===== config.mk =====
export PLATFORM = sky130hd
export DESIGN_NAME = dual_bank_intc
export DESIGN_NICKNAME = d
export VERILOG_FILES = /design/src/rtl/dbi_pkg.sv /design/src/rtl/dbi_sync.sv /design/src/rtl/dbi_edge.sv /design/src/rtl/dbi_bank.sv /design/src/rtl/dual_bank_intc.sv
export SDC_FILE = /design/constraint.sdc
export NUM_CORES = 1
export LEC_CHECK = 0
export BUFFER_PORTS_ARGS = -buffer_cell sky130_fd_sc_hd__buf_2
export CORE_MARGIN = 2
export CORE_UTILIZATION = 55
export CTS_CLUSTER_DIAMETER = 80
export DETAILED_ROUTE_END_ITERATION = 7
export PLACE_DENSITY = 0.72
export SYNTH_ARGS = -nofsm -noshare
export SYNTH_HDL_FRONTEND = slang
export SYNTH_SLANG_ARGS = --single-unit
export TNS_END_PERCENT = 30

===== constraint.sdc =====
create_clock -name clk -period 4.2 [get_ports clk]
set_input_delay 1.26 -clock clk [delete_from_list [all_inputs] [get_ports clk]]
set_output_delay 1.26 -clock clk [all_outputs]
set_load 0.05 [all_outputs]

===== src/rtl/dbi_pkg.sv =====
package dbi_pkg;
   // Word index within a bank (bus_addr[4:2]); software decodes these.
   typedef enum logic [2:0] {
      RSEL_SRC  = 3'd0,
      RSEL_EN   = 3'd1,
      RSEL_ACK  = 3'd2,
      RSEL_MODE = 3'd3,
      RSEL_POL  = 3'd4,
      RSEL_STAT = 3'd5
   } reg_sel_e;

   localparam int BANK_SPAN_BYTES = 32;
endpackage


===== src/rtl/dbi_sync.sv =====
module dbi_sync #(
   parameter int W      = 32,
   parameter int STAGES = 2
) (
   input  logic         clk,
   input  logic         rst_n,
   input  logic [W-1:0] d,
   output logic [W-1:0] q
);
   if (STAGES < 2) begin : g_bad_stages
      $error("dbi_sync: STAGES must be at least 2");
   end

   logic [W-1:0] chain [STAGES];

   always_ff @(posedge clk or negedge rst_n) begin
      if (!rst_n) chain[0] <= '0;
      else        chain[0] <= d;
   end

   for (genvar i = 1; i < STAGES; i++) begin : g_stage
      always_ff @(posedge clk or negedge rst_n) begin
         if (!rst_n) chain[i] <= '0;
         else        chain[i] <= chain[i-1];
      end
   end

   assign q = chain[STAGES-1];
endmodule


===== src/rtl/dbi_edge.sv =====
module dbi_edge #(
   parameter int W = 32
) (
   input  logic         clk,
   input  logic         rst_n,
   input  logic [W-1:0] lvl,
   output logic [W-1:0] rise,
   output logic [W-1:0] fall
);
   logic [W-1:0] prev_q;

   always_ff @(posedge clk or negedge rst_n) begin
      if (!rst_n) prev_q <= '0;
      else        prev_q <= lvl;
   end

   assign rise = lvl & ~prev_q;
   assign fall = ~lvl & prev_q;
endmodule


===== src/rtl/dbi_bank.sv =====
module dbi_bank #(
   parameter int N = 32
) (
   input  logic         clk,
   input  logic         rst_n,
   input  logic [N-1:0] lvl,
   input  logic [N-1:0] rise,
   input  logic [N-1:0] fall,
   input  logic         wr_en,
   input  logic         wr_ack,
   input  logic         wr_mode,
   input  logic         wr_pol,
   input  logic [N-1:0] wdata,
   output logic [N-1:0] src,
   output logic [N-1:0] en,
   output logic [N-1:0] mode,
   output logic [N-1:0] pol,
   output logic [N-1:0] stat,
   output logic         req
);
   logic [N-1:0] en_q, mode_q, pol_q, latch_q;
   logic [N-1:0] ack_vec, edge_hit, latch_d;

   assign ack_vec  = wr_ack ? wdata : '0;
   assign edge_hit = mode_q & ((rise & ~pol_q) | (fall & pol_q));
   assign latch_d  = (latch_q & ~ack_vec & mode_q) | edge_hit;

   always_ff @(posedge clk or negedge rst_n) begin
      if (!rst_n) begin
         en_q    <= '0;
         mode_q  <= '0;
         pol_q   <= '0;
         latch_q <= '0;
      end else begin
         if (wr_en)   en_q   <= wdata;
         if (wr_mode) mode_q <= wdata;
         if (wr_pol)  pol_q  <= wdata;
         latch_q <= latch_d;
      end
   end

   assign src  = (mode_q & latch_q) | (~mode_q & (lvl ^ pol_q));
   assign stat = src & en_q;
   assign req  = |stat;
   assign en   = en_q;
   assign mode = mode_q;
   assign pol  = pol_q;

   logic armed_q;
   always_ff @(posedge clk or negedge rst_n) begin
      if (!rst_n) armed_q <= 1'b0;
      else        armed_q <= 1'b1;
   end

   // enable register takes the written word
   a_r3_enable_write: assert property (@(posedge clk) disable iff (!rst_n)
      wr_en |=> en_q == $past(wdata));

   // a captured edge stays unless acknowledged or mode is dropped
   a_r5_sticky_edge: assert property (@(posedge clk) disable iff (!rst_n)
      armed_q |-> (($past(latch_q) & $past(mode_q) & ~$past(ack_vec) & mode_q & ~latch_q) == '0));

   // a detected edge is always captured, even under acknowledge
   a_r7_edge_beats_ack: assert property (@(posedge clk) disable iff (!rst_n)
      armed_q |-> ((latch_q & $past(edge_hit)) == $past(edge_hit)));
endmodule


===== src/rtl/dual_bank_intc.sv =====
module dual_bank_intc #(
   parameter int NLINES      = 32,
   parameter int DW          = 32,
   parameter int AW          = 6,
   parameter int SYNC_STAGES = 2
) (
   input  logic              clk,
   input  logic              rst_n,
   input  logic              bus_wr,
   input  logic [AW-1:0]     bus_addr,
   input  logic [DW-1:0]     bus_wdata,
   output logic [DW-1:0]     bus_rdata,
   input  logic [NLINES-1:0] line_in,
   output logic              irq_o,
   output logic              fiq_o
);
   import dbi_pkg::*;

   localparam int NBANKS   = 2;
   localparam int BANK_BIT = $clog2(BANK_SPAN_BYTES);

   if (NLINES < 1 || NLINES > DW) begin : g_bad_lines
      $error("dual_bank_intc: NLINES must be in 1..DW");
   end
   if (AW != BANK_BIT + 1) begin : g_bad_aw
      $error("dual_bank_intc: AW must cover exactly two banks");
   end

   logic [NLINES-1:0] lvl, rise, fall;

   dbi_sync #(.W(NLINES), .STAGES(SYNC_STAGES)) u_sync (
      .clk(clk), .rst_n(rst_n), .d(line_in), .q(lvl));

   dbi_edge #(.W(NLINES)) u_edge (
      .clk(clk), .rst_n(rst_n), .lvl(lvl), .rise(rise), .fall(fall));

   reg_sel_e          rsel;
   logic              bsel;
   logic [NLINES-1:0] wd;
   logic [NLINES-1:0] b_src  [NBANKS];
   logic [NLINES-1:0] b_en   [NBANKS];
   logic [NLINES-1:0] b_mode [NBANKS];
   logic [NLINES-1:0] b_pol  [NBANKS];
   logic [NLINES-1:0] b_stat [NBANKS];
   logic [NBANKS-1:0] b_req;

   assign rsel = reg_sel_e'(bus_addr[BANK_BIT-1:2]);
   assign bsel = bus_addr[BANK_BIT];
   assign wd   = bus_wdata[NLINES-1:0];

   for (genvar b = 0; b < NBANKS; b++) begin : g_bank
      logic hit;
      assign hit = bus_wr && (bsel == b[0]);

      dbi_bank #(.N(NLINES)) u_bank (
         .clk    (clk),
         .rst_n  (rst_n),
         .lvl    (lvl),
         .rise   (rise),
         .fall   (fall),
         .wr_en  (hit && rsel == RSEL_EN),
         .wr_ack (hit && rsel == RSEL_ACK),
         .wr_mode(hit && rsel == RSEL_MODE),
         .wr_pol (hit && rsel == RSEL_POL),
         .wdata  (wd),
         .src    (b_src[b]),
         .en     (b_en[b]),
         .mode   (b_mode[b]),
         .pol    (b_pol[b]),
         .stat   (b_stat[b]),
         .req    (b_req[b]));
   end

   logic [NLINES-1:0] rd_word;
   always_comb begin
      unique case (rsel)
         RSEL_SRC:  rd_word = b_src[bsel];
         RSEL_EN:   rd_word = b_en[bsel];
         RSEL_MODE: rd_word = b_mode[bsel];
         RSEL_POL:  rd_word = b_pol[bsel];
         RSEL_STAT: rd_word = b_stat[bsel];
         default:   rd_word = '0;
      endcase
   end

   if (NLINES < DW) begin : g_pad
      assign bus_rdata = {{(DW-NLINES){1'b0}}, rd_word};
   end else begin : g_nopad
      assign bus_rdata = rd_word;
   end

   assign irq_o = b_req[0];
   assign fiq_o = b_req[1];

   // no request from a bank whose enable word is zero
   a_r8_req_needs_enable: assert property (@(posedge clk) disable iff (!rst_n)
      (b_en[0] == '0) |-> !irq_o);
   // fast bank request independent of normal bank enables
   a_r9_fast_needs_own_enable: assert property (@(posedge clk) disable iff (!rst_n)
      (b_en[1] == '0) |-> !fiq_o);
endmodule


Word-level counts from Yosys, hierarchy flattened
Cells that the tools add are included.
- order comparisons: 1
- equality and inequality tests: 5
- mux-type cells: 18
- bitwise logic cells: 36
- reduce and logical (&&, ||, !) cells: 13
- operators by type and width (kind ; count):
    AND 32 bit ; 18
    two-way mux 32 bit ; 17
    inverter 32 bit ; 8
    OR 32 bit ; 6
    case mux 32 bit (5 select lines) ; 1
    OR reduction 32 bit ; 2
    XOR 32 bit ; 2
    logical AND 1 bit ; 10
    equality test 3 x 2 -> 1 bit, second input constant ; 2
    equality test 3 bit, second input constant ; 2
    equality test 3 x 1 -> 1 bit, second input constant ; 1
    zero test 3 bit ; 1
    greater-or-equal comparator 2 bit, second input constant ; 1
    inverter 1 -> 2 bit ; 1
    inverter 1 bit ; 1
- bits in registers: 352
- input port bits: 73
- output and inout port bits: 34
- word-level logic and storage cells: 84

Longest topological paths before layout
Gate-level depths: netlist (run 1).
- word-level depth: 8
- gate-level depth with buffers: 8
- gate-level depth less buffers: 5

Hierarchy
Synthesis (run 1) repeated with hierarchy kept, for this count alone.
- cells, all modules: 1504
- area total of the unflattened synthesis: 18285.0 sq um
- by module, submodules not included (module ; times used ; cells an instance ; area an instance (sq um) ; sequential area each (sq um)):
    dbi_bank ; 2 ; 484 ; 6167.2 ; 3203.1
    dual_bank_intc ; 1 ; 344 ; 2747.6 ; 0.0
    dbi_sync ; 1 ; 96 ; 1841.8 ; 1601.5
    dbi_edge ; 1 ; 96 ; 1361.3 ; 800.8

Worst setup path after synthesis (run 1)
OpenSTA, ideal clock, no wires.
- path kind: input -> output
- start point: input bus_addr[3]
- end point: output bus_rdata[12]
- data arrival time: 4017 ps
- data required time: 2940 ps
- setup slack: -1077 ps
- cell stages on the path: 5
- buffers on the path: 2
- cells stage by stage: buf_2 -> nor3_2 -> clkbuf_1 -> a21oi_1 -> o311ai_0
- word-level cells in the longest chain between the ends: 2
- elaborated cells on any way between the ends: 6
- classes of those cells: eq/ne: 4; mux: 1; reduce/logical: 1
- RTL lines (element ; line ; text):
    start: declaration ; dual_bank_intc.sv:10 ; input logic [AW-1:0] bus_addr,
    equality test 3 bit (tied with other cells) ; dual_bank_intc.sv:76 ; unique case (rsel)
    case mux 32 bit (5 select lines) (*) ; dual_bank_intc.sv:76 ;
    end: declaration ; dual_bank_intc.sv:12 ; output logic [DW-1:0] bus_rdata,
Mark *: on every way between the ends. The rest lies on a longest branch, timed or not.

Worst setup path in the final report (run 1)
- start point: input bus_addr[5]
- end point: output bus_rdata[9]
- word-level cells in the longest chain between the ends: 5
- elaborated cells on any way between the ends: 17
- classes of those cells: mux: 16; bitwise: 1
- RTL lines (element ; line):
    inverter 1 -> 2 bit (not written as such) (*) ; -
    two-way mux 32 bit (on tied branches) (3 in a row) ; -
    case mux 32 bit (5 select lines) (*) ; dual_bank_intc.sv:76
Mark *: on every way between the ends. The rest lies on a longest branch, timed or not. The select of a mux whose other input is x is not followed.

==> flow_metrics.py, run 1 <==
metrics = {
    "floorplanning": {
        "std_cell_rows": 64,
        "die_area_um2": 32600,
        "die_h_um": 181,
        "core_um2": 30700,
        "start_util_pct": 56.0,
        "dieWidth_um": 181,
        "io_pins": 107,
    },
    "synth": {
        "synth.area.mux_share_pct": 17.4,
        "yosys.area_share.xor_xnor_pct": 3.27,
        "synth_edf_count": 0,
        "yosysWarnings": 0,
        "synth_fa_ha_area_share_pct": 0,
        "synth-compound-area-share_pct": 13.8,
        "syn_area_um2": 17200,
        "synth_common_cells": "352 x dfrtp_1, 180 x mux2_2, 139 x nand2_1, 120 x a21oi_1, 88 x o21ai_0",
        "syn_avg_cell_area_um2": 11.2,
        "post-synth-top-count-cell": "dfrtp_1",
        "ys_types": 47,
        "async_flop_share_pct": 100,
        "ys.flop_type": "dfrtp_1",
        "ys_ff_latch": 352,
        "synthTopCellsByArea": "dfrtp_1 51%, mux2_2 12%, a21oi_1 3.5%",
        "synth_top_family_by_area": "multiplexers",
        "synth_simple_gate_area_share_pct": 11.7,
        "yosysTopAreaCell": "dfrtp_1",
        "synth-seq-area-share_pct": 51.3,
        "yosysTopAreaCellShare_pct": 51.3,
        "synthesis.nets": 1603,
        "syn-instance-count": 1530,
    },
    "critical_path": {
        "worst-setup-path-type": "primary input to output pin",
        "start_kind": "primary input",
        "critical_path_required_ns": 2.94,
        "arrival_ns": 2.90,
        "cp-end-kind": "output pin",
        "crit_fanout": 13,
    },
    "sta": {
        "finClkSkew_ns": 0.00840,
        "fin_ws_ns": 0.0377,
        "fin_tns_setup_ns": 0,
        "timing.final.crit_share_pct": 99.1,
        "tightest_slew_ns": 0.730,
        "finalHoldViolCount": 0,
        "final.min_clock_period_ns": 4.16,
        "slew_violations": 0,
        "finalSetupViolCount": 0,
        "fmax_mhz": 240,
        "maxSlewHeadroom_pct": 51.3,
        "grt_setup_unrepaired": "no",
    },
    "placed_design": {
        "dpl_worst_slack_ns": 0.0668,
        "numPortBuffers": 104,
        "dp.final_hpwl_um": 29000,
        "placed_area_um2": 18700,
        "gp_congestion": 0.847,
        "dp_cells": 2013,
    },
    "clocking": {
        "root_buffer": "clkbuf_16",
        "ctsHoldBuffers": 0,
        "clock-sinks": 352,
        "cts_tree": "yes",
        "cts_inserted_buffers": 38,
        "cts_max_level": 2,
        "clock_path_buffers": 3,
        "insertion_delay_ns": 0.52,
        "clk_pin_slew_worst_paths_ns": 0.06,
    },
    "global_routing": {
        "grt.total_usage_pct": 27.2,
        "grt_pass1_wl_um": 70200,
        "antenna_found_initial": 1,
        "grt_max_degree": 91,
        "grt_pass1_vias": 12600,
        "grt_overflow": 0,
    },
    "power": {
        "p_sw_uw": 3190,
        "ir_worst_vdd_uv": 380,
        "p_sw_share_pct": 31.1,
        "internal-power_uw": 7090,
        "power.density_nw_per_um2": 514,
        "power.total_uw": 10300,
        "pwr-share-clk_pct": 32.9,
        "combPwrFrac_pct": 22.3,
        "p_leak_uw": 0.00864,
        "seq_power_share_pct": 44.8,
    },
    "job": {
        "drv_cap": 0,
    },
    "cells_and_area": {
        "nets": 1730,
        "syn_to_final_growth_pct": 16.6,
        "design_area_um2": 20000,
        "fin_cells": 2080,
        "drive_gt1_share_pct": 26.9,
        "num-fill-cells": 2368,
    },
    "detailed_routing": {
        "drc_errors": 0,
        "vias": 12700,
        "viasPerCell": 6.12,
        "first_pass_iters": 6,
        "drt-wirelength-per-cell_um": 21.2,
        "drt_wl_total_um": 44200,
        "drt_iter0_markers": 915,
        "ant_nets": 0,
    },
    "run_status": {
        "status": "finished clean",
    },
    "hold_path": {
        "hp-class": "flop to flop",
    },
}
-- critical path, cell delays in order --
cell	delay, ns
buf_4	0.22
buf_12	0.20
mux4_2	0.50
a211oi_1	0.28
o21ai_1	0.18
buf_2	0.25
-- routing by layer --
layer	global-route usage [%]	vias to the layer above	wire length (µm)
met4	10.5	0	1560
met3	4.75	99	3020
met2	42.9	428	20500
li1	-	5841	-
met1	38.0	6369	19100
met5	0	-	0
-- sequential cells by signal, summed over array words and instances, names as in the netlist --
register / count
g_bank.u_bank.latch_q: 64
g_bank.u_bank.mode: 64
g_bank.u_bank.en: 64
u_sync.q: 32
u_sync.chain: 32
g_bank.u_bank.pol: 64
u_edge.prev_q: 32
-- cell families after synthesis --
| group | Yosys count |
|---|---|
| and+or+nand+nor | 394 |
| AOI/OAI and AO/OA | 371 |
| DFF | 352 |
| muxes | 253 |
| buffers and inverters | 96 |
| xor gates and xnor gates | 64 |
-- cell usage in the layout (no fill, tap or decap), drive strengths merged, types with 3 or more instances in the layout --
cell type	n
dfrtp	352
mux2	180
buf	156
nand2	139
a21oi	120
o21ai	88
nor2b	73
nor2	67
xor2	64
clkbuf	56
mux2i	55
nand2b	54
o211ai	36
a221oi	26
inv	25
o22ai	22
nand3b	19
mux4	18
nor3b	18
o221ai	14
o2111ai	14
a222oi	13
a21o	10
clkinv	9
o311ai	8
o31ai	6
nor3	6
or2	4
a211oi	3
o2111a	3
nand4	3
nand3	3
-- final cells by class --
cell class                 count  area (µm²)  share of cell area [%]
antenna                        1        2.50                  0.0125
sequential                   352        8810                    44.0
timing repair buffer         158        1190                    5.93
tap                          396         495                    2.48
inverter                      25        93.8                   0.469
clock inverter                12         113                   0.563
clock buffer                  54        1150                    5.77
multi-input combinational   1082        8160                    40.8
-- power by group through the flow --
stage	clock network [µW]	logic (µW)	registers, µW
after floorplan	0	1680	4470
after global routing	3600	2500	4700
after CTS	3440	2290	4590
final	3380	2290	4610
after detailed placement	0	2270	4650
after global placement	0	2210	4610
-- final timing paths --
check / startpoint / end / slack, ns / depth (start not counted)
hold / removal: u_sync.chain[52] / u_sync.q[20] / 0.34 / 0
setup reg to reg: u_sync.q[26] / g_bank[1].u_bank.latch_q[26] / 3.05 / 3
hold reg to reg: u_sync.chain[52] / u_sync.q[20] / 0.34 / 0
max in group asynchronous: rst_n / u_sync.chain[63] / 2.48 / 2
setup / recovery: bus_addr[5] / bus_rdata[9] / 0.04 / 6
min in group asynchronous: rst_n / g_bank[1].u_bank.latch_q[12] / 0.75 / 1
-- per-stage QoR --
stage	utilization (%)	hold WS [ns]
after floorplan	-	0.331
after global placement	61.0	0.331
after detailed placement	61.0	0.335
after CTS	65.2	0.345
after global routing	65.3	0.349
final	65.3	0.340
-- timing repair --
item	in CTS	in global routing
setup endpoints to repair	1	4
pin swaps	2	1
resized for setup	3	7
buffers inserted	0	0
No activity file was read; power rests on OpenSTA's default activity.
==> run 2, diff against run 1 <==
==> constraint.sdc (replaced) <==
create_clock -name clk -period 5.35 [get_ports clk]
set_input_delay 1.605 -clock clk [delete_from_list [all_inputs] [get_ports clk]]
set_output_delay 1.605 -clock clk [all_outputs]
set_load 0.05 [all_outputs]
==> flow_metrics.py, run 2 (synthesis gave the netlist of run 1 again) <==
metrics = {
    "hold_path": {
        "hp-class": "flop to flop",
        "hold_depth": 0,
        "holdPathEnd": "u_sync.q[23]",
        "min-delay-start": "u_sync.chain[55]",
    },
    "critical_path": {
        "critical_path_required_ns": 3.74,
        "r2r-start": "u_sync.q[27]",
        "worst-setup-path-type": "primary input to output pin",
        "reg2reg_depth": 3,
        "start_kind": "primary input",
        "crit_fanout": 53,
        "arrival_ns": 3.38,
        "r2r-end": "g_bank[1].u_bank.latch_q[27]",
        "r2r_slack_ns": 4.24,
        "cp-end-kind": "output pin",
        "cp-startpoint": "bus_addr[3]",
    },
    "cells_and_area": {
        "seq_area_um2": 8810,
        "num-fill-cells": 2450,
        "syn_to_final_growth_pct": 14.2,
        "drive_gt1_share_pct": 24.7,
        "nets": 1715,
        "design_area_um2": 19600,
        "layout_commonest_cell": "dfrtp_1",
        "multi_input_area_um2": 7970,
        "mostFrequentLayoutCells": "352 x dfrtp_1, 180 x mux2_2, 138 x nand2_1",
        "final_core_util_pct": 63.9,
    },
    "global_routing": {
        "grt.total_usage_pct": 27.3,
        "grt_max_degree": 124,
        "antenna_found_initial": 2,
        "grt_overflow": 0,
        "grt_pass1_wl_um": 70300,
        "grt_pass1_vias": 12400,
    },
    "sta": {
        "tightest_slew_ns": 1.00,
        "finalSetupViolCount": 0,
        "whs_ns": 0.345,
        "final.min_clock_period_ns": 4.99,
        "maxSlewHeadroom_pct": 33.3,
        "fin_tns_setup_ns": 0,
        "finalHoldViolCount": 0,
        "slew_violations": 0,
        "fin_ws_ns": 0.364,
        "timing.final.crit_share_pct": 93.2,
        "fmax_mhz": 201,
        "finClkSkew_ns": 0.0181,
        "grt_setup_unrepaired": "no",
    },
    "detailed_routing": {
        "drt-wirelength-per-cell_um": 21.3,
        "drc_errors": 0,
        "vias": 12700,
        "viasPerCell": 6.15,
        "drt_iter0_markers": 918,
        "drt_wl_total_um": 44000,
        "ant_nets": 0,
        "first_pass_iters": 5,
    },
    "clocking": {
        "ctsHoldBuffers": 0,
        "cts_setup_buffers": 0,
        "cts_max_level": 2,
        "clock-sinks": 352,
        "clk_pin_slew_worst_paths_ns": 0.06,
        "cts_inserted_buffers": 39,
        "clock_path_buffers": 3,
        "post_cts_resized": 0,
        "root_buffer": "clkbuf_16",
        "cts_tree": "yes",
        "insertion_delay_ns": 0.54,
    },
    "placed_design": {
        "placed_area_um2": 18300,
        "dpl_worst_slack_ns": 0.366,
        "dp.final_hpwl_um": 27800,
        "numPortBuffers": 104,
        "gp_congestion": 0.849,
    },
    "floorplanning": {
        "core_um2": 30700,
        "std_cell_rows": 64,
        "io_pins": 107,
        "die_h_um": 181,
        "die_area_um2": 32600,
        "start_util_pct": 56.0,
        "dieWidth_um": 181,
    },
    "run_status": {
        "status": "finished clean",
    },
    "power": {
        "power.density_nw_per_um2": 408,
        "p_leak_uw": 0.00843,
        "ir_worst_vdd_uv": 278,
    },
    "job": {
        "drv_cap": 0,
    },
}
==> run 2: cell count changes in the layout (fill, tap and decap cells not counted), moves of 3 or more <==
cell,delta
a21oi_2,-4
o31ai_1,+5
o311ai_1,+8
buf_4,-11
clkbuf_1,+5
buf_12,-7
o31ai_2,-4
o311ai_4,-6
o21ai_0,+4
buf_2,+4
clkinv_2,-3
a21oi_1,+4
o21ai_1,-3
==> run 2: final cells by class <==
cell class	count	share of cell area [%]
Antenna cell	1	0.0128
Clock buffer	57	5.79
Clock inverter	11	0.626
Inverter	25	0.479
Multi-Input combinational cell	1082	40.7
Sequential cell	352	44.9
Tap cell	396	2.53
Timing Repair Buffer	142	4.94
==> run 2: how the worst max path moves through the flow <==
stage,to,slack (ns),cells past startpoint
3_3_place_gp,bus_rdata[28],0.39,8
4_1_cts,bus_rdata[28],0.37,8
3_5_place_dp,bus_rdata[28],0.37,8
2_1_floorplan,bus_rdata[10],-0.02,5
6_report,bus_rdata[12],0.36,7
5_1_grt,bus_rdata[12],0.27,7
==> run 2: report_power, final <==
part	switching, µW	total [µW]	internal [µW]
logic	917	1740	819
clock network	1080	2650	1570
registers	495	3620	3120
total	2490	8000	5510
==> run 2: worst max-delay path, stage by stage <==
cell	delay (ns)
buf_2	0.16
and3b_2	0.28
buf_12	0.30
buf_4	0.27
a21oi_1	0.09
o311ai_1	0.34
buf_2	0.33
==> run 2: metal layers <==
metal | track usage [%] | vias up | part of all wire, %
li1 | - | 5794 | -
met1 | 38.3 | 6362 | 43
met2 | 43.7 | 441 | 47
met3 | 4.20 | 112 | 6.5
met4 | 8.90 | 2 | 3.3
met5 | 0 | - | 0.016
==> run 2: stage by stage <==
stage | cells | power, µW
after floorplan | 1530 | 4790
after CTS | 2065 | 8030
after global routing | 2065 | 8400
after detailed placement | 1997 | 5380
after global placement | 1997 | 5300
final | 2066 | 8000
